$ cat config.mk
export PLATFORM = sky130hd
export DESIGN_NAME = dskc_host_if
export DESIGN_NICKNAME = d
export VERILOG_FILES = /design/src/rtl/dskc_pkg.sv /design/src/rtl/dskc_cw1_dec.sv /design/src/rtl/dskc_unit_track.sv /design/src/rtl/dskc_skip.sv /design/src/rtl/dskc_host_if.sv
export SDC_FILE = /design/constraint.sdc
export NUM_CORES = 1
export LEC_CHECK = 0
export BUFFER_PORTS_ARGS = -buffer_cell sky130_fd_sc_hd__buf_2
export CAP_MARGIN = 40
export CORE_ASPECT_RATIO = 1.4
export CORE_MARGIN = 2
export CORE_UTILIZATION = 30
export DETAILED_ROUTE_END_ITERATION = 7
export GPL_TIMING_DRIVEN = 1
export MAX_ROUTING_LAYER = met4
export PLACE_DENSITY = 0.55
export SLEW_MARGIN = 10
export SYNTH_ARGS = -nofsm -noshare
export SYNTH_HDL_FRONTEND = slang
export SYNTH_SLANG_ARGS = --single-unit
$ cat constraint.sdc
create_clock -name clk -period 11.9 [get_ports clk]
set_clock_uncertainty 0.2 [all_clocks]
set_input_delay 0 -clock clk [delete_from_list [all_inputs] [get_ports clk]]
set_output_delay 0 -clock clk [all_outputs]
set_load 0.02 [all_outputs]
$ cat src/rtl/dskc_pkg.sv
package dskc_pkg;

    localparam int WORD_W = 16;

    // function codes carried on the strobe
    localparam logic [3:0] FN_RECAL  = 4'd0;
    localparam logic [3:0] FN_SEEK   = 4'd1;
    localparam logic [3:0] FN_RDADDR = 4'd2;
    localparam logic [3:0] FN_UNLOAD = 4'd4;
    localparam logic [3:0] FN_FORMAT = 4'd5;
    localparam logic [3:0] FN_RDWR   = 4'd6;
    localparam logic [3:0] FN_STOP   = 4'd8;
    localparam logic [3:0] FN_STATUS = 4'd9;
    localparam logic [3:0] FN_DMA    = 4'd11;
    localparam logic [3:0] FN_ACK    = 4'd12;
    localparam logic [3:0] FN_IOBUS  = 4'd15;

    // status word bit positions
    localparam int SB_BUSY   = 15;
    localparam int SB_READY  = 14;
    localparam int SB_ADDR   = 13;
    localparam int SB_FMT    = 12;
    localparam int SB_HEADS  = 11;
    localparam int SB_OFFL   = 10;
    localparam int SB_SEEK   = 9;
    localparam int SB_WPROT  = 5;
    localparam int SB_UNSAFE = 4;
    localparam int SB_CSUM   = 3;
    localparam int SB_RATE   = 2;
    localparam int SB_ANY    = 1;
    localparam int SB_EOR    = 0;

    localparam logic [WORD_W-1:0] ERR_MASK  = 16'h3E34;
    localparam logic [WORD_W-1:0] MBZ_MASK  = 16'h01C0;
    localparam logic [WORD_W-1:0] START_CLR = ERR_MASK | 16'h000B;
    localparam logic [WORD_W-1:0] OP_MASK   = ~(MBZ_MASK | 16'h8002);

    typedef enum logic [1:0] {
        ST_IDLE,
        ST_CW1,
        ST_CW2,
        ST_RUN
    } ctl_state_t;

    function automatic logic is_start_fn(input logic [3:0] fn);
        return (fn == FN_RECAL) || (fn == FN_SEEK) || (fn == FN_RDADDR) ||
               (fn == FN_UNLOAD) || (fn == FN_FORMAT) || (fn == FN_RDWR);
    endfunction

endpackage

$ cat src/rtl/dskc_cw1_dec.sv
module dskc_cw1_dec #(
    parameter int UNIT_W  = 3,
    parameter int NUM_CYL = 203,
    parameter int CYL_W   = 8,
    parameter int HEAD_W  = 5,
    parameter logic [UNIT_W-1:0] UNIT_MASK = '1,
    parameter logic [HEAD_W-1:0] HEAD_MASK = '1
) (
    input  logic [15:0]                        cw1,
    input  logic [(1<<UNIT_W)*CYL_W-1:0]       cyl_flat,
    output logic [UNIT_W-1:0]                  unit,
    output logic [HEAD_W-1:0]                  head,
    output logic                               is_write,
    output logic [CYL_W-1:0]                   tgt,
    output logic                               tgt_bad
);
    localparam int SW = ((CYL_W > 8) ? CYL_W : 8) + 1;

    logic [7:0]    offs;
    logic          toward_low;
    logic [SW-1:0] cur_w, off_w, sum_w;

    assign unit       = cw1[11 +: UNIT_W] & UNIT_MASK;
    assign head       = cw1[6 +: HEAD_W] & HEAD_MASK;
    assign is_write   = cw1[15];
    assign toward_low = cw1[8];
    assign offs       = cw1[7:0];

    assign cur_w = SW'(cyl_flat[unit*CYL_W +: CYL_W]);
    assign off_w = SW'(offs);

    always_comb begin
        if (toward_low) begin
            sum_w   = cur_w - off_w;
            tgt_bad = (off_w > cur_w);
        end else begin
            sum_w   = cur_w + off_w;
            tgt_bad = (sum_w >= SW'(NUM_CYL));
        end
        if (offs == 8'd0) tgt_bad = 1'b1;
    end

    assign tgt = sum_w[CYL_W-1:0];
endmodule

$ cat src/rtl/dskc_unit_track.sv
module dskc_unit_track #(
    parameter int CYL_W = 8
) (
    input  logic             clk,
    input  logic             rst_n,
    input  logic             launch,
    input  logic [CYL_W-1:0] tgt,
    input  logic             land,
    output logic             seeking,
    output logic [CYL_W-1:0] cyl
);
    always_ff @(posedge clk) begin
        if (!rst_n) begin
            seeking <= 1'b0;
            cyl     <= '0;
        end else if (launch) begin
            seeking <= 1'b1;
            cyl     <= tgt;
        end else if (land) begin
            seeking <= 1'b0;
        end
    end
endmodule

$ cat src/rtl/dskc_skip.sv
module dskc_skip import dskc_pkg::*; #(
    parameter int UNIT_W = 3
) (
    input  logic [3:0]             fn,
    input  logic [WORD_W-1:0]      sta,
    input  logic                   irq,
    input  logic [(1<<UNIT_W)-1:0] seeking,
    output logic                   hit
);
    localparam int NUM_UNITS = 1 << UNIT_W;

    logic [7:0] still;
    logic       any_err;

    for (genvar i = 0; i < 8; i++) begin : g_still
        if (i < NUM_UNITS) begin : g_real
            assign still[i] = ~seeking[i];
        end else begin : g_pad
            assign still[i] = 1'b1;
        end
    end

    assign any_err = |(sta & ERR_MASK);

    always_comb begin
        case (fn)
            4'd0:    hit = sta[SB_READY];
            4'd1:    hit = ~irq;
            4'd2:    hit = ~(sta[SB_BUSY] | any_err);
            4'd3:    hit = ~any_err;
            4'd4:    hit = ~sta[SB_BUSY];
            4'd7:    hit = still[7];
            4'd9, 4'd10, 4'd11, 4'd12, 4'd13, 4'd14, 4'd15:
                     hit = still[fn[2:0] - 3'd1];
            default: hit = 1'b0;
        endcase
    end
endmodule

$ cat src/rtl/dskc_host_if.sv
module dskc_host_if import dskc_pkg::*; #(
    parameter int UNIT_W  = 3,
    parameter int NUM_CYL = 203,
    parameter int CYL_W   = 8,
    parameter int HEAD_W  = 5,
    parameter logic [UNIT_W-1:0] UNIT_MASK = '1,
    parameter logic [HEAD_W-1:0] HEAD_MASK = '1
) (
    input  logic                     clk,
    input  logic                     rst_n,
    input  logic                     ocp_vld,
    input  logic [3:0]               ocp_fn,
    input  logic                     wr_vld,
    input  logic [15:0]              wr_data,
    output logic                     wr_acc,
    input  logic                     rd_vld,
    output logic [15:0]              rd_data,
    output logic                     rd_acc,
    input  logic [3:0]               skt_fn,
    output logic                     skt_hit,
    output logic                     irq,
    output logic                     dma_sel,
    input  logic [(1<<UNIT_W)-1:0]   unit_present,
    output logic                     seek_go,
    output logic [UNIT_W-1:0]        seek_unit,
    output logic [CYL_W-1:0]         seek_cyl,
    input  logic                     seek_done,
    input  logic [UNIT_W-1:0]        seek_done_unit,
    output logic                     op_go,
    output logic [3:0]               op_fn,
    output logic [UNIT_W-1:0]        op_unit,
    output logic [HEAD_W-1:0]        op_head,
    output logic                     op_wr,
    output logic [15:0]              op_addr,
    output logic                     op_abort,
    input  logic                     op_done,
    input  logic [15:0]              op_flags
);
    localparam int NUM_UNITS = 1 << UNIT_W;

    ctl_state_t state, nstate;

    logic [WORD_W-1:0] sta_q, sta_d, stat_word, buf_q, buf_d, cw1_q, cw1_in;
    logic [3:0]        fn_q;
    logic              irq_q, defer_q, dma_q;
    logic              busy, ready;

    logic [NUM_UNITS-1:0]       unit_seeking;
    logic [NUM_UNITS*CYL_W-1:0] cyl_flat;

    logic [UNIT_W-1:0] dec_unit;
    logic [HEAD_W-1:0] dec_head;
    logic              dec_wr, dec_bad;
    logic [CYL_W-1:0]  dec_tgt, launch_cyl;

    logic start_ok, is_stop, status_ok, ack_now;
    logic ev_launch, ev_op, ev_fail, ev_cw2_wait, ev_opdone, ev_stop_run;
    logic complete_now, irq_raise;
    logic [WORD_W-1:0] fail_flags;

    assign busy      = (state != ST_IDLE);
    assign ready     = sta_q[SB_READY];
    assign wr_acc    = wr_vld & ready;
    assign rd_acc    = rd_vld & ready;
    assign start_ok  = ocp_vld && is_start_fn(ocp_fn) && !busy;
    assign is_stop   = ocp_vld && (ocp_fn == FN_STOP);
    assign status_ok = ocp_vld && (ocp_fn == FN_STATUS) && !busy;
    assign ack_now   = ocp_vld && (ocp_fn == FN_ACK);
    assign cw1_in    = (state == ST_CW1) ? wr_data : cw1_q;
    assign stat_word = {busy, sta_q[14:0]} & ~MBZ_MASK;

    dskc_cw1_dec #(
        .UNIT_W(UNIT_W), .NUM_CYL(NUM_CYL), .CYL_W(CYL_W), .HEAD_W(HEAD_W),
        .UNIT_MASK(UNIT_MASK), .HEAD_MASK(HEAD_MASK)
    ) i_dec (
        .cw1(cw1_in), .cyl_flat(cyl_flat), .unit(dec_unit), .head(dec_head),
        .is_write(dec_wr), .tgt(dec_tgt), .tgt_bad(dec_bad)
    );

    for (genvar u = 0; u < NUM_UNITS; u++) begin : g_unit
        dskc_unit_track #(.CYL_W(CYL_W)) i_track (
            .clk(clk), .rst_n(rst_n),
            .launch(ev_launch && (dec_unit == UNIT_W'(u))),
            .tgt(launch_cyl),
            .land(seek_done && (seek_done_unit == UNIT_W'(u))),
            .seeking(unit_seeking[u]),
            .cyl(cyl_flat[u*CYL_W +: CYL_W])
        );
    end

    dskc_skip #(.UNIT_W(UNIT_W)) i_skip (
        .fn(skt_fn), .sta(stat_word), .irq(irq_q),
        .seeking(unit_seeking), .hit(skt_hit)
    );

    // next-state and event decode
    always_comb begin
        nstate      = state;
        ev_launch   = 1'b0;
        ev_op       = 1'b0;
        ev_fail     = 1'b0;
        ev_cw2_wait = 1'b0;
        ev_opdone   = 1'b0;
        ev_stop_run = 1'b0;
        fail_flags  = '0;
        launch_cyl  = dec_tgt;
        unique case (state)
            ST_IDLE: begin
                if (start_ok) nstate = ST_CW1;
            end
            ST_CW1: begin
                if (is_stop) begin
                    nstate = ST_IDLE;
                end else if (wr_acc) begin
                    if (unit_seeking[dec_unit]) begin
                        ev_fail = 1'b1;
                        fail_flags[SB_UNSAFE] = 1'b1;
                    end else if (!unit_present[dec_unit]) begin
                        ev_fail = 1'b1;
                        fail_flags[SB_OFFL] = 1'b1;
                    end else begin
                        case (fn_q)
                            FN_SEEK: begin
                                if (dec_bad) begin
                                    ev_fail = 1'b1;
                                    fail_flags[SB_SEEK] = 1'b1;
                                end else begin
                                    ev_launch = 1'b1;
                                end
                            end
                            FN_RECAL: begin
                                ev_launch  = 1'b1;
                                launch_cyl = '0;
                            end
                            FN_RDWR: ev_cw2_wait = 1'b1;
                            default: ev_op = 1'b1;
                        endcase
                    end
                    if (ev_fail || ev_launch) nstate = ST_IDLE;
                    else if (ev_cw2_wait)     nstate = ST_CW2;
                    else                      nstate = ST_RUN;
                end
            end
            ST_CW2: begin
                if (is_stop) begin
                    nstate = ST_IDLE;
                end else if (wr_acc) begin
                    ev_op  = 1'b1;
                    nstate = ST_RUN;
                end
            end
            ST_RUN: begin
                if (is_stop) begin
                    ev_stop_run = 1'b1;
                    nstate      = ST_IDLE;
                end else if (op_done) begin
                    ev_opdone = 1'b1;
                    nstate    = ST_IDLE;
                end
            end
        endcase
    end

    assign complete_now = ev_fail | ev_opdone | ev_stop_run;
    assign irq_raise    = ev_fail | ev_stop_run |
                          (ev_opdone && ((fn_q != FN_UNLOAD) || defer_q)) |
                          (seek_done && (!busy || complete_now));

    // status and data buffer next values
    always_comb begin
        sta_d = sta_q;
        buf_d = buf_q;
        if (rd_acc || wr_acc) sta_d[SB_READY] = 1'b0;
        if (wr_acc)           buf_d = wr_data;
        if (start_ok)         sta_d = (sta_d & ~START_CLR) | (16'h1 << SB_READY);
        if (ev_cw2_wait)      sta_d[SB_READY] = 1'b1;
        if (ev_fail)          sta_d = sta_d | fail_flags;
        if (ev_opdone)        sta_d = sta_d | (op_flags & OP_MASK);
        if (status_ok) begin
            sta_d[SB_READY] = 1'b1;
            sta_d[SB_ANY]   = |(sta_d & ERR_MASK);
        end
        sta_d[SB_BUSY] = 1'b0;
        sta_d          = sta_d & ~MBZ_MASK;
        if (status_ok) buf_d = sta_d;
    end

    // state register
    always_ff @(posedge clk) begin
        if (!rst_n) state <= ST_IDLE;
        else        state <= nstate;
    end

    // registered outputs and datapath
    always_ff @(posedge clk) begin
        if (!rst_n) begin
            sta_q     <= '0;
            buf_q     <= '0;
            cw1_q     <= '0;
            fn_q      <= FN_RECAL;
            irq_q     <= 1'b0;
            defer_q   <= 1'b0;
            dma_q     <= 1'b0;
            seek_go   <= 1'b0;
            seek_unit <= '0;
            seek_cyl  <= '0;
            op_go     <= 1'b0;
            op_fn     <= '0;
            op_unit   <= '0;
            op_head   <= '0;
            op_wr     <= 1'b0;
            op_addr   <= '0;
            op_abort  <= 1'b0;
        end else begin
            sta_q    <= sta_d;
            buf_q    <= buf_d;
            if (state == ST_CW1 && wr_acc) cw1_q <= wr_data;
            if (start_ok) fn_q <= ocp_fn;
            if (irq_raise)    irq_q <= 1'b1;
            else if (ack_now) irq_q <= 1'b0;
            if (complete_now)           defer_q <= 1'b0;
            else if (seek_done && busy) defer_q <= 1'b1;
            if (ocp_vld && ocp_fn == FN_DMA)   dma_q <= 1'b1;
            if (ocp_vld && ocp_fn == FN_IOBUS) dma_q <= 1'b0;
            seek_go  <= ev_launch;
            if (ev_launch) begin
                seek_unit <= dec_unit;
                seek_cyl  <= launch_cyl;
            end
            op_go    <= ev_op;
            op_abort <= ev_stop_run;
            if (ev_op) begin
                op_fn   <= fn_q;
                op_unit <= dec_unit;
                op_head <= dec_head;
                op_wr   <= dec_wr;
                if (state == ST_CW2) op_addr <= wr_data;
            end
        end
    end

    assign rd_data = buf_q;
    assign irq     = irq_q;
    assign dma_sel = dma_q;
endmodule

**Word level (Yosys, flattened, before mapping)**

Index checks and enable logic that the tools add are counted.
Widths: inputs -> output; s select.

- Register bits: 168
- Bits of input ports: 58
- Output and inout bits: 64

- $add $sub $neg: 3
- $lt $le $gt $ge: 4
- Eq/ne operators: 46
- Shift-type cells: 1
- Mux-type cells: 106
- Bitwise logic cells: 23
- Reduce and logical (&&, ||, !) cells: 65

Operators with widths:

| cell | count |
|---|---|
| $mux 15 | 5 |
| $mux 1 | 74 |
| $shiftx 64x7->8 | 1 |
| $mux 8 | 7 |
| $eq 4x4->1 const B | 12 |
| $logic_and 1x1->1 | 28 |
| $eq 3x3->1 const B | 8 |
| $eq 4x3->1 const B | 6 |
| $mux 2 | 12 |
| $reduce_bool 2->1 | 11 |
| $mux 16 | 1 |
| $reduce_or 8->1 | 2 |
| $or 15x11->15 | 1 |
| $or 15x15->15 | 1 |
| $not 1->1 | 13 |
| $eq 3x2->1 const B | 4 |
| $eq 4x1->1 const B | 3 |
| $eq 4x2->1 const B | 3 |
| $logic_not 4->1 | 3 |
| $add 8x8->9 | 1 |
| $bmux 1 s3 | 3 |
| $ge 9x8->1 const B | 1 |
| $logic_or 1x1->1 | 9 |
| $ne 3x3->1 const B | 3 |
| 23 further kinds | 36 |

**Longest topological paths before layout**

Gate-level depths: netlist of the first run.

- Depth in word-level cells: 23
- Mapped depth: 21

**Modules after synthesis**

A second synthesis of the first run with hierarchy kept.

- Cell total of the unflattened synthesis: 929
- Area total of the unflattened synthesis: 8763.4 µm²

Modules (own cells, without submodules):

| module | times used | cells each | area each (µm²) | seq. area each (µm²) |
|---|---|---|---|---|
| dskc_host_if | 1 | 519 | 4391.7 | 1921.8 |
| dskc_unit_track | 8 | 28 | 335.3 | 180.2 |
| dskc_cw1_dec | 1 | 150 | 1398.8 | 0.0 |
| dskc_skip | 1 | 36 | 290.3 | 0.0 |

**Least setup slack after synthesis of the first run**

OpenSTA, ideal clock, no wires.

- Kind: register to register
- From: reg state[1]
- To: reg g_unit[0].i_track.cyl[0]
- Library setup time: 75 ps
- Arrival: 4561 ps
- Required time: 11625 ps
- Path slack: 7063 ps
- Cell stages (with the launch flop): 20
- Buffers on the path: 4
- Path through: dfxtp_1 -> inv_1 -> ha_1 -> buf_6 -> mux2i_2 -> clkbuf_1 -> mux4_2 -> nand2_1 -> nand2_1 -> ha_1 -> fa_1 -> nor2b_1 -> o311ai_2 -> a21oi_1 -> or3_1 -> a211o_1 -> buf_2 -> nand4_1 -> buf_4 -> mux2i_1

- Word-level cells in the longest chain between the ends: 18

Ends and longest elaborated chain:

| item | line | RTL |
|---|---|---|
| from (decl) | dskc_host_if.sv:41 | `ctl_state_t state, nstate;` |
| from (signal assigned) | dskc_host_if.sv:191 | `else state <= nstate;` |
| $eq 2x1->1 (*) | dskc_host_if.sv:69, dskc_host_if.sv:107 |  |
| $mux 16 | dskc_host_if.sv:69 | `assign cw1_in = (state == ST_CW1) ? wr_data : cw1_q;` |
| $shiftx 64x7->8 | dskc_cw1_dec.sv:29 | `assign cur_w = SW'(cyl_flat[unit*CYL_W +: CYL_W]);` |
| $add 8x8->9 | dskc_cw1_dec.sv:37 | `sum_w = cur_w + off_w;` |
| $ge 9x8->1 | dskc_cw1_dec.sv:38 | `tgt_bad = (sum_w >= SW'(NUM_CYL));` |
| $mux 1 | dskc_cw1_dec.sv:33 | `if (toward_low) begin` |
| $mux 1 | dskc_cw1_dec.sv:40 | `if (offs == 8'd0) tgt_bad = 1'b1;` |
| $mux 1 | dskc_host_if.sv:124 | `if (dec_bad) begin` |
| [2 not listed] | n/a |  |
| $mux 1 | dskc_host_if.sv:115 | `if (unit_seeking[dec_unit]) begin` |
| $mux 1 | dskc_host_if.sv:114 | `end else if (wr_acc) begin` |
| $mux 1 | dskc_host_if.sv:112 | `if (is_stop) begin` |
| $mux 1 | dskc_host_if.sv:107 | `unique case (state)` |
| $mux 1 | dskc_host_if.sv:114 |  |
| $mux 1 | dskc_host_if.sv:112 |  |
| $mux 1 | dskc_host_if.sv:107 |  |
| $logic_and 1x1->1 | dskc_host_if.sv:83 | `.launch(ev_launch && (dec_unit == UNIT_W'(u))),` |
| to (signal assigned) | dskc_unit_track.sv:18 | `cyl <= tgt;` |
| to (decl) | dskc_unit_track.sv:10 | `output logic [CYL_W-1:0] cyl` |

Every way passes the cells marked *; elsewhere a longest branch is shown, timed or not. The select of a mux whose other input is x is not followed.
A chain may end at the register's enable or synchronous reset.

**Worst setup path after layout of the first run**

- From: reg state[1]
- To: reg g_unit[5].i_track.cyl[4]

- Word-level cells in the longest chain between the ends: 18

Ends and longest elaborated chain:

| item | line |
|---|---|
| $eq 2x1->1 (*) | dskc_host_if.sv:69, dskc_host_if.sv:107 |
| $mux 16 | dskc_host_if.sv:69 |
| $shiftx 64x7->8 | dskc_cw1_dec.sv:29 |
| $add 8x8->9 | dskc_cw1_dec.sv:37 |
| $ge 9x8->1 | dskc_cw1_dec.sv:38 |
| $mux 1 | dskc_cw1_dec.sv:33 |
| $mux 1 | dskc_cw1_dec.sv:40 |
| $mux 1 | dskc_host_if.sv:124 |
| [2 not listed] | n/a |
| $mux 1 | dskc_host_if.sv:115 |
| $mux 1 | dskc_host_if.sv:114 |
| $mux 1 | dskc_host_if.sv:112 |
| $mux 1 | dskc_host_if.sv:107 |
| $mux 1 | dskc_host_if.sv:114 |
| $mux 1 | dskc_host_if.sv:112 |
| $mux 1 | dskc_host_if.sv:107 |
| $logic_and 1x1->1 | dskc_host_if.sv:83 |
| to (signal assigned) | dskc_unit_track.sv:18 |
| to (decl) | dskc_unit_track.sv:10 |

Marks and branches as above.

==> results of run 1 <==
[routing by layer]
metal | vias to the layer above | track usage | share of wire
li1 | 3712 | - | -
met1 | 3635 | 0.197 | 0.40
met2 | 189 | 0.335 | 0.53
met3 | 42 | 0.0249 | 0.037
met4 | 0 | 0.0759 | 0.029
met5 | - | - | 0
[logic make-up (layout without fill, tap and decap cells)]
kind of cell             count (synthesis)  after routing  share of synthesized area
multiplexers                           125            125                      0.172
AND/OR/NAND/NOR                        376            376                      0.195
adder cells (fa/ha/maj)                 27             27                     0.0404
AO/OA/AOI/OAI                          179            179                      0.156
buffers and inverters                   89            239                     0.0483
flip-flops                             166            166                      0.380
XOR/XNOR                                 8              8                    0.00802
[worst max-delay path, stage by stage, from the launching register on]
cell and delay, ps:
dfxtp_1 330, inv_1 100, ha_1 150, buf_4 430, mux2i_4 560, buf_8 220, mux4_2 500, nand2_1 80
nand2_1 120, ha_1 430, nor2b_1 200, nor3_1 480, nor3_1 150, a211oi_1 240, a211o_1 480, nand4_1 790
mux2i_1 380
[cells in the mapped netlist (8+ instances only)]
cell      number  area, um^2
or3_1          8        50.1
clkbuf_1      39         146
mux2_2         9         101
ha_1          25         313
a31oi_1        9        56.3
dfxtp_1      166        3320
o21ai_0       21         105
nand2b_1      12        75.1
a22o_1         9        78.8
nand4_1       11        68.8
and3_1         9        56.3
a211oi_1       8        60.1
and2_1        10        62.6
nand3_1       15        75.1
mux4_2        18         405
buf_4         14         105
nand2_1      218         818
o311ai_4       8         210
a21oi_1       68         340
nor2_1        47         176
mux2i_1       95         951
inv_1         22        82.6
nor3_1        16        80.1
[path summary, 6_finish.rpt]
check                                              from                                     to  slack (ps)
worst max-delay path              state[1]$_SDFFE_PN0P_  g_unit[5].i_track.cyl[4]$_SDFFE_PN0P_        5940
worst min-delay path                            ocp_vld                  state[1]$_SDFFE_PN0P_          20
worst max register to register    state[1]$_SDFFE_PN0P_  g_unit[5].i_track.cyl[4]$_SDFFE_PN0P_        5940
worst min register to register  op_addr[0]$_SDFFE_PN0P_                op_addr[0]$_SDFFE_PN0P_         250
[what timing repair did]
action	4_1_cts	5_1_grt
hold endpoints to repair	107	0
hold buffers	49	0
buffers inserted	0	0
endpoints found under the setup margin	0	0
[registers in the layout (all words and copies together), names as in the netlist, 2 cells and up]
register                count
g_unit.i_track.seeking      8
state                       2
op_fn                       4
op_unit                     3
sta_q                      11
op_head                     5
seek_unit                   3
op_addr                    16
g_unit.i_track.cyl         64
fn_q                        4
seek_cyl                    8
cw1_q                      15
rd_data                    16
[per-stage QoR]
| stage | utilization | total power, uW |
|---|---|---|
| finish | 0.378 | 1440 |
| global route | 0.378 | 1490 |
| CTS | 0.378 | 1450 |
| detailed placement | 0.339 | 834 |
| global placement | 0.335 | 826 |
| floorplan | - | 757 |
[power by group]
part	switching [uW]	internal, uW
Clock	245	360
Combinational	167	98.2
Sequential	5.63	562
Total	417	1020
[cell type report]
type	instances	area share
clock buffers	19	0.0411
well taps	375	0.0435
flip-flops and latches	166	0.308
repair buffers	183	0.117
multi-input cells	715	0.464
inverters	24	0.00836
clock inverters	13	0.0179
==> out/results.tsv, run 1 <==
metric	value	unit
outcome	finished clean	
cts_tree	built	
track_usage	0.182	
drv_cap	0	
cp-end-kind	flop	
async_flop_share	0	
fillCellCount	2907	
worstPathRequired	12040	ps
synth_seq_cells	166	
grt_max_degree	60	
vdd_drop_max	0.0000993	V
dp_slack	5970	ps
clk_pin_slew	70	ps
yosysSeqAreaShare	0.380	
tightest_slew	838	ps
insertion_delay	440	ps
hold_viol	0	
grt_overflow_total	0	
cts_buffers	17	
layout_common_cells	nand2_1, dfxtp_1, buf_2	
hpwl	19200	um
drc_errors	0	
rsz0062_at_grt	no	
die_w	148	um
fmax	168	MHz
finalSetupViolCount	0	
critical_path_class	flop to flop	
final_common_cell	nand2_1	
grt_pass1_vias	7679	
rows	73	
netlist_instances	970	
critPathLaunchType	flop	
final_cells	1495	
whs_path_depth	5	
fin_setup_tns	0	ps
period_minus_slack	5960	ps
nets	1192	
antenna_left	0	
drtPass1Iterations	7	
cts_resized	0	
synth_flop_cell	dfxtp_1	
yosys_warnings	0	
seqCellArea	3320	um^2
synth_nets	1055	
antenna_found_initial	0	
root_buffer	clkbuf_16	
netlist_area	8730	um^2
start_util	0.307	
synth_area_per_cell	9.00	um^2
coreArea	28500	um^2
worst_hold_slack	17.8	ps
drt_iter0_drc	520	
dp.cells	1414	
clockBufferDepth	2	
wl_per_cell	18.0	um
area_growth	23.4	%
grt_pass1_wl	41900	um
dpl-instance-area	9650	um^2
fin_crit_sh	0.501	
critPathMaxFanout	39	
fin_ws	5940	ps
worstRegToRegCells	16	
htree_levels	4	
cts_sinks	166	
slew_viol_final	0	
globalplace.congestion	0.835	
p_per_area	133	nW/um^2
multi_input_area	5000	um^2
cp.arrival	6100	ps
total_leakage_power	0.00469	uW
wl	27000	um
vias_per_cell	5.07	
vias	7578	
ios	122	
die_h	206	um
num_antenna_cells	0	
finalInstanceArea	10800	um^2
io_buffers	116	
synth_enable_flop_cells	0	
drive_gt1_frac	0.195	
fp.dieArea	30500	um^2
synth.distinct_cells	74	
hold_path.class	input port to flop	
slew_headroom	0.439	
No activity file was read; power rests on OpenSTA's default activity.
==> inputs of run 2 (changes only) <==
clock period = 5.8 ns   (was 11.9 ns; I/O delays follow)
==> run 2 against run 1 <==
Compared with the run above: fmax increased by 15%; clock power rose by 82%; global-route usage rose by 0.24 points; sequential share of layout area up 0.050 points; cell area down 0.16%; combinational power up 110%; total power increased by 95%; via count grew 1.7%; non-clock buffer count up 11; highest routed layer unchanged.
==> out/results.tsv, run 2 (synthesized netlist as in run 1, its figures left out) <==
metric	value	unit
critPathLaunchType	flop	
drv_cap	0	
rsz0062_at_grt	no	
grt_pass1_vias	7714	
drc_errors	0	
nets	1203	
cts_tree	built	
slew_headroom	0.517	
io_buffers	116	
dp.cells	1424	
drtPass1Iterations	5	
wl_per_cell	18.0	um
outcome	finished clean	
largest_reg_flops	64	
fp.dieArea	30500	um^2
ios	122	
sequentialPowerShare	0.415	
met2_usage	0.341	
rows	73	
switching_share	0.299	
critical_path_class	flop to flop	
antenna_left	0	
grt_max_degree	71	
track_usage	0.185	
p_int	1970	uW
combPwrFrac	0.194	
dpl-instance-area	9710	um^2
use_met3	0.0296	
tightest_slew	725	ps
grt_pass1_wl	42300	um
cp-end-kind	flop	
critical_path.startpoint	state[1]$_SDFFE_PN0P_	
hpwl	19600	um
worstPathRequired	5900	ps
use_met1	0.194	
clk_pin_slew	60	ps
worstReg2RegStart	state[1]$_SDFFE_PN0P_	
vias	7708	
fin_util	0.378	
final_common_cell	nand2_1	
worst_hold_slack	22.1	ps
vdd_drop_max	0.000241	V
final_cells	1505	
cp.arrival	5300	ps
fillCellCount	2889	
p_sw	840	uW
fin_crit_sh	0.895	
die_w	148	um
finalInstanceArea	10800	um^2
globalplace.congestion	0.864	
coreArea	28500	um^2
hp-start	ocp_vld	
fin_setup_tns	0	ps
root_buffer	clkbuf_16	
wl	27100	um
pwr-share-clk	0.391	
vias_per_cell	5.12	
period_minus_slack	5190	ps
cts_resized	0	
largest_register	g_unit.i_track.cyl	
die_h	206	um
top_usage_layer	met2	
drive_gt1_frac	0.201	
hold_viol	0	
num_antenna_cells	0	
hold_path.class	input port to flop	
start_util	0.307	
area_growth	23.2	%
p_per_area	261	nW/um^2
cts_sinks	166	
drt_iter0_drc	410	
cts_buffers	17	
grt_overflow_total	0	
critPathMaxFanout	32	
insertion_delay	450	ps
slew_viol_final	0	
clockBufferDepth	2	
htree_levels	4	
layout_common_cells	nand2_1, dfxtp_1, buf_2	
total_leakage_power	0.00470	uW
finalSetupViolCount	0	
fmax	193	MHz
cts_setup_buffers	0	
antenna_found_initial	0	
run 2: cell count changes in the layout (fill, tap and decap cells not counted):
cell	previous run	this run
clkbuf_8	1	2
buf_8	3	2
clkinv_2	2	4
mux2i_2	1	2
buf_4	13	26
dlygate4sd3_1	49	50
bufinv_16	4	1
inv_6	3	2
mux2i_4	1	0
clkinvlp_4	1	2
buf_6	2	0
inv_8	1	0
run 2: path summary, 6_finish.rpt:
kind,endpoint,slack [ps],cells after the start
setup / recovery,g_unit[6].i_track.cyl[3]$_SDFFE_PN0P_,610,18
hold / removal,state[1]$_SDFFE_PN0P_,20,5
setup reg to reg,g_unit[6].i_track.cyl[3]$_SDFFE_PN0P_,610,18
hold reg to reg,seek_cyl[2]$_SDFFE_PN0P_,250,2
run 2: area by class of cell:
class	instances	area, um^2	share of cell area
inverters	24	90.1	0.00837
clock buffers	20	457	0.0424
well taps	375	469	0.0436
flip-flops and latches	166	3320	0.309
multi-input cells	715	4990	0.464
clock inverters	11	100	0.00930
repair buffers	194	1330	0.123
run 2: routing by layer:
metal	share of wire	wire, um
met2	0.54	14500
met4	0.029	773
met1	0.40	10800
met3	0.037	991
met5	0	0
run 2: worst max-delay path, cell delays in order, from the launching register on:
cell and delay, ps:
dfxtp_1 330, inv_1 100, ha_1 400, buf_4 450
nand2_1 200, and2_1 330, nand2_1 150, nand2_1 90
ha_1 240, fa_1 420, nor2b_1 180, o311ai_2 320
a21oi_1 160, or3_1 320, a211o_1 440, buf_4 230
and4_1 150, buf_4 200, mux2i_1 140
run 2: stage by stage:
| stage | setup slack, ps | total power [uW] |
|---|---|---|
| 3_5_place_dp | 626 | 1710 |
| 6_report | 607 | 2810 |
| 3_3_place_gp | 667 | 1700 |
| 5_1_grt | 245 | 2920 |
| 2_1_floorplan | 963 | 1550 |
| 4_1_cts | 620 | 2830 |
run 2: power groups by stage:
stage / Combinational, uW / Clock, uW / Sequential, uW
final: 546 / 1100 / 1170
after global routing: 589 / 1160 / 1170
after CTS: 548 / 1120 / 1170
after detailed placement: 520 / 0 / 1190
after global placement: 507 / 0 / 1190
after floorplan: 359 / 0 / 1200
run 2: timing repair:
item,CTS,global route
setup endpoints to repair,0,0
hold endpoints to repair,146,0
hold buffers,50,0
==> inputs of run 3 (changes only) <==
CAP_MARGIN = default   (was 40)
PLACE_DENSITY = default   (was 0.55)
SYNTH_HIERARCHICAL = 1   (was default)
==> run 3 against run 2 <==
Compared with the run above: sequential share of layout area grew 0.27 points; critical path depth grew 1; cell area shrank 0.86%; area after synthesis is 0.60% lower; wire length shrank 13%; fmax down 3.0%.
==> out/results.tsv, run 3 <==
metric	value	unit
outcome	finished clean	
hpwl	16900	um
die_h	205	um
netlist_area	8680	um^2
tightest_slew	1130	ps
yosys_warnings	6	
cp-end-kind	flop	
cts_setup_buffers	0	
seqCellArea	3320	um^2
num_antenna_cells	0	
rows	73	
vias	7031	
clockBufferDepth	2	
total_leakage_power	0.00416	uW
clk_pin_slew	70	ps
whs_path_depth	4	
track_usage	0.163	
drtPass1Iterations	5	
start_util	0.306	
drive_gt1_frac	0.216	
wl_per_cell	16.3	um
netlist_instances	920	
final_common_cell	dfxtp_1	
ios	122	
cts_buffers	17	
vias_per_cell	4.85	
root_buffer	clkbuf_16	
critPathLaunchType	flop	
fin_crit_sh	0.923	
synth_area_per_cell	9.44	um^2
hold-path-endpoint	state[1]$_SDFFE_PN0P_	
drv_cap	0	
grt_overflow_total	0	
r2r_slack	450	ps
grt_pass1_wl	37800	um
vdd_drop_max	0.000189	V
drt_iter0_drc	330	
insertion_delay	440	ps
globalplace.congestion	0.835	
hp-start	op_done	
htree_levels	4	
largest_register	g_unit.i_track/cyl	
fillCellCount	2813	
fmax	187	MHz
nets	1148	
final_cells	1449	
period_minus_slack	5350	ps
cts_tree	built	
finalSetupViolCount	0	
reg2reg_to	rd_data[1]$_SDFFE_PN0P_	
io_buffers	116	
antenna_found_initial	0	
layout_common_cells	dfxtp_1, nand2_1, buf_2	
coreArea	28400	um^2
slew_viol_final	0	
p_per_area	266	nW/um^2
critical_path_class	flop to flop	
largest_reg_flops	64	
antenna_left	0	
synth_nets	1007	
die_w	148	um
multi_input_area	4930	um^2
cp.arrival	5530	ps
hold_path.class	input port to flop	
rsz0062_at_grt	no	
slew_headroom	0.249	
cts_sinks	166	
critPathMaxFanout	9	
worstReg2RegStart	state[1]$_SDFFE_PN0P_	
dp.cells	1374	
grt_max_degree	90	
fin_setup_tns	0	ps
hold_viol	0	
grt_pass1_vias	7176	
area_growth	22.9	%
drc_errors	0	
fp.dieArea	30300	um^2
wl	23700	um
worstRegToRegCells	19	
worstPathRequired	5980	ps
==> run 3: worst max-delay path, cell delays in order (launching register included) <==
cell and delay [ps]:
dfxtp_1 360, inv_1 100, ha_1 240, mux2_4 350, mux4_2 530, mux2i_1 200
inv_1 70, ha_1 200, fa_1 420, nor2b_4 160, o21a_1 210, nor3_4 220
xnor2_1 90, a211o_1 260, o211ai_1 340, nand2_1 180, nor2_1 180, a31oi_1 220
a31oi_1 220, dlygate4sd3_1 550
==> run 3: area by class of cell <==
| cell class | instances | area share |
|---|---|---|
| Clock inverter | 15 | 0.0220 |
| Clock buffer | 17 | 0.0399 |
| Multi-Input combinational cell | 669 | 0.462 |
| Inverter | 27 | 0.00950 |
| Sequential cell | 166 | 0.311 |
| Tap cell | 375 | 0.0440 |
| Timing Repair Buffer | 180 | 0.111 |
==> run 3: what timing repair did <==
action | in CTS | in global routing
hold buffers | 43 | 0
endpoints found under the hold margin | 88 | 0
setup endpoints to repair | 0 | 26
gates resized for setup | 0 | 3
==> run 3: worst max-delay path by stage <==
| stage | from | end | depth (start not counted) |
|---|---|---|---|
| after floorplan | state[1]$_SDFFE_PN0P_ | g_unit[6].i_track/cyl[0]$_SDFFE_PN0P_ | 26 |
| after global placement | state[1]$_SDFFE_PN0P_ | g_unit[6].i_track/cyl[6]$_SDFFE_PN0P_ | 21 |
| after detailed placement | state[1]$_SDFFE_PN0P_ | g_unit[6].i_track/cyl[3]$_SDFFE_PN0P_ | 21 |
| after CTS | state[1]$_SDFFE_PN0P_ | g_unit[6].i_track/cyl[3]$_SDFFE_PN0P_ | 21 |
| after global routing | state[1]$_SDFFE_PN0P_ | g_unit[5].i_track/cyl[2]$_SDFFE_PN0P_ | 22 |
| final | state[1]$_SDFFE_PN0P_ | rd_data[1]$_SDFFE_PN0P_ | 19 |
==> run 3: metrics by stage <==
| step | hold WS, ps | worst slack (ps) | cell area (um^2) | util | power (uW) |
|---|---|---|---|---|---|
| after floorplan | -82.5 | 85.5 | 8680 | - | 1450 |
| after global placement | 59.7 | 301 | 9570 | 0.337 | 1570 |
| after detailed placement | 63.2 | 193 | 9570 | 0.337 | 1570 |
| after CTS | 2.79 | 193 | 10700 | 0.375 | 2860 |
| after global routing | 89.5 | 57.2 | 10700 | 0.376 | 2940 |
| final | 25.8 | 448 | 10700 | 0.376 | 2840 |
==> run 3: metal layers <==
metal  vias up  track usage  part of all wire
met5         -            -                 0
met4         0       0.0728             0.032
met3        48       0.0302             0.039
met2       162        0.276              0.49
met1      3340        0.187              0.44
li1       3481            -                 -
==> run 3: power by group <==
part	total [uW]	internal, uW	switching [uW]	leakage [uW]
Sequential	1160	1150	8.30	0.00134
Clock	1270	744	525	0.000321
Combinational	413	170	243	0.00250
Total	2840	2060	776	0.00416
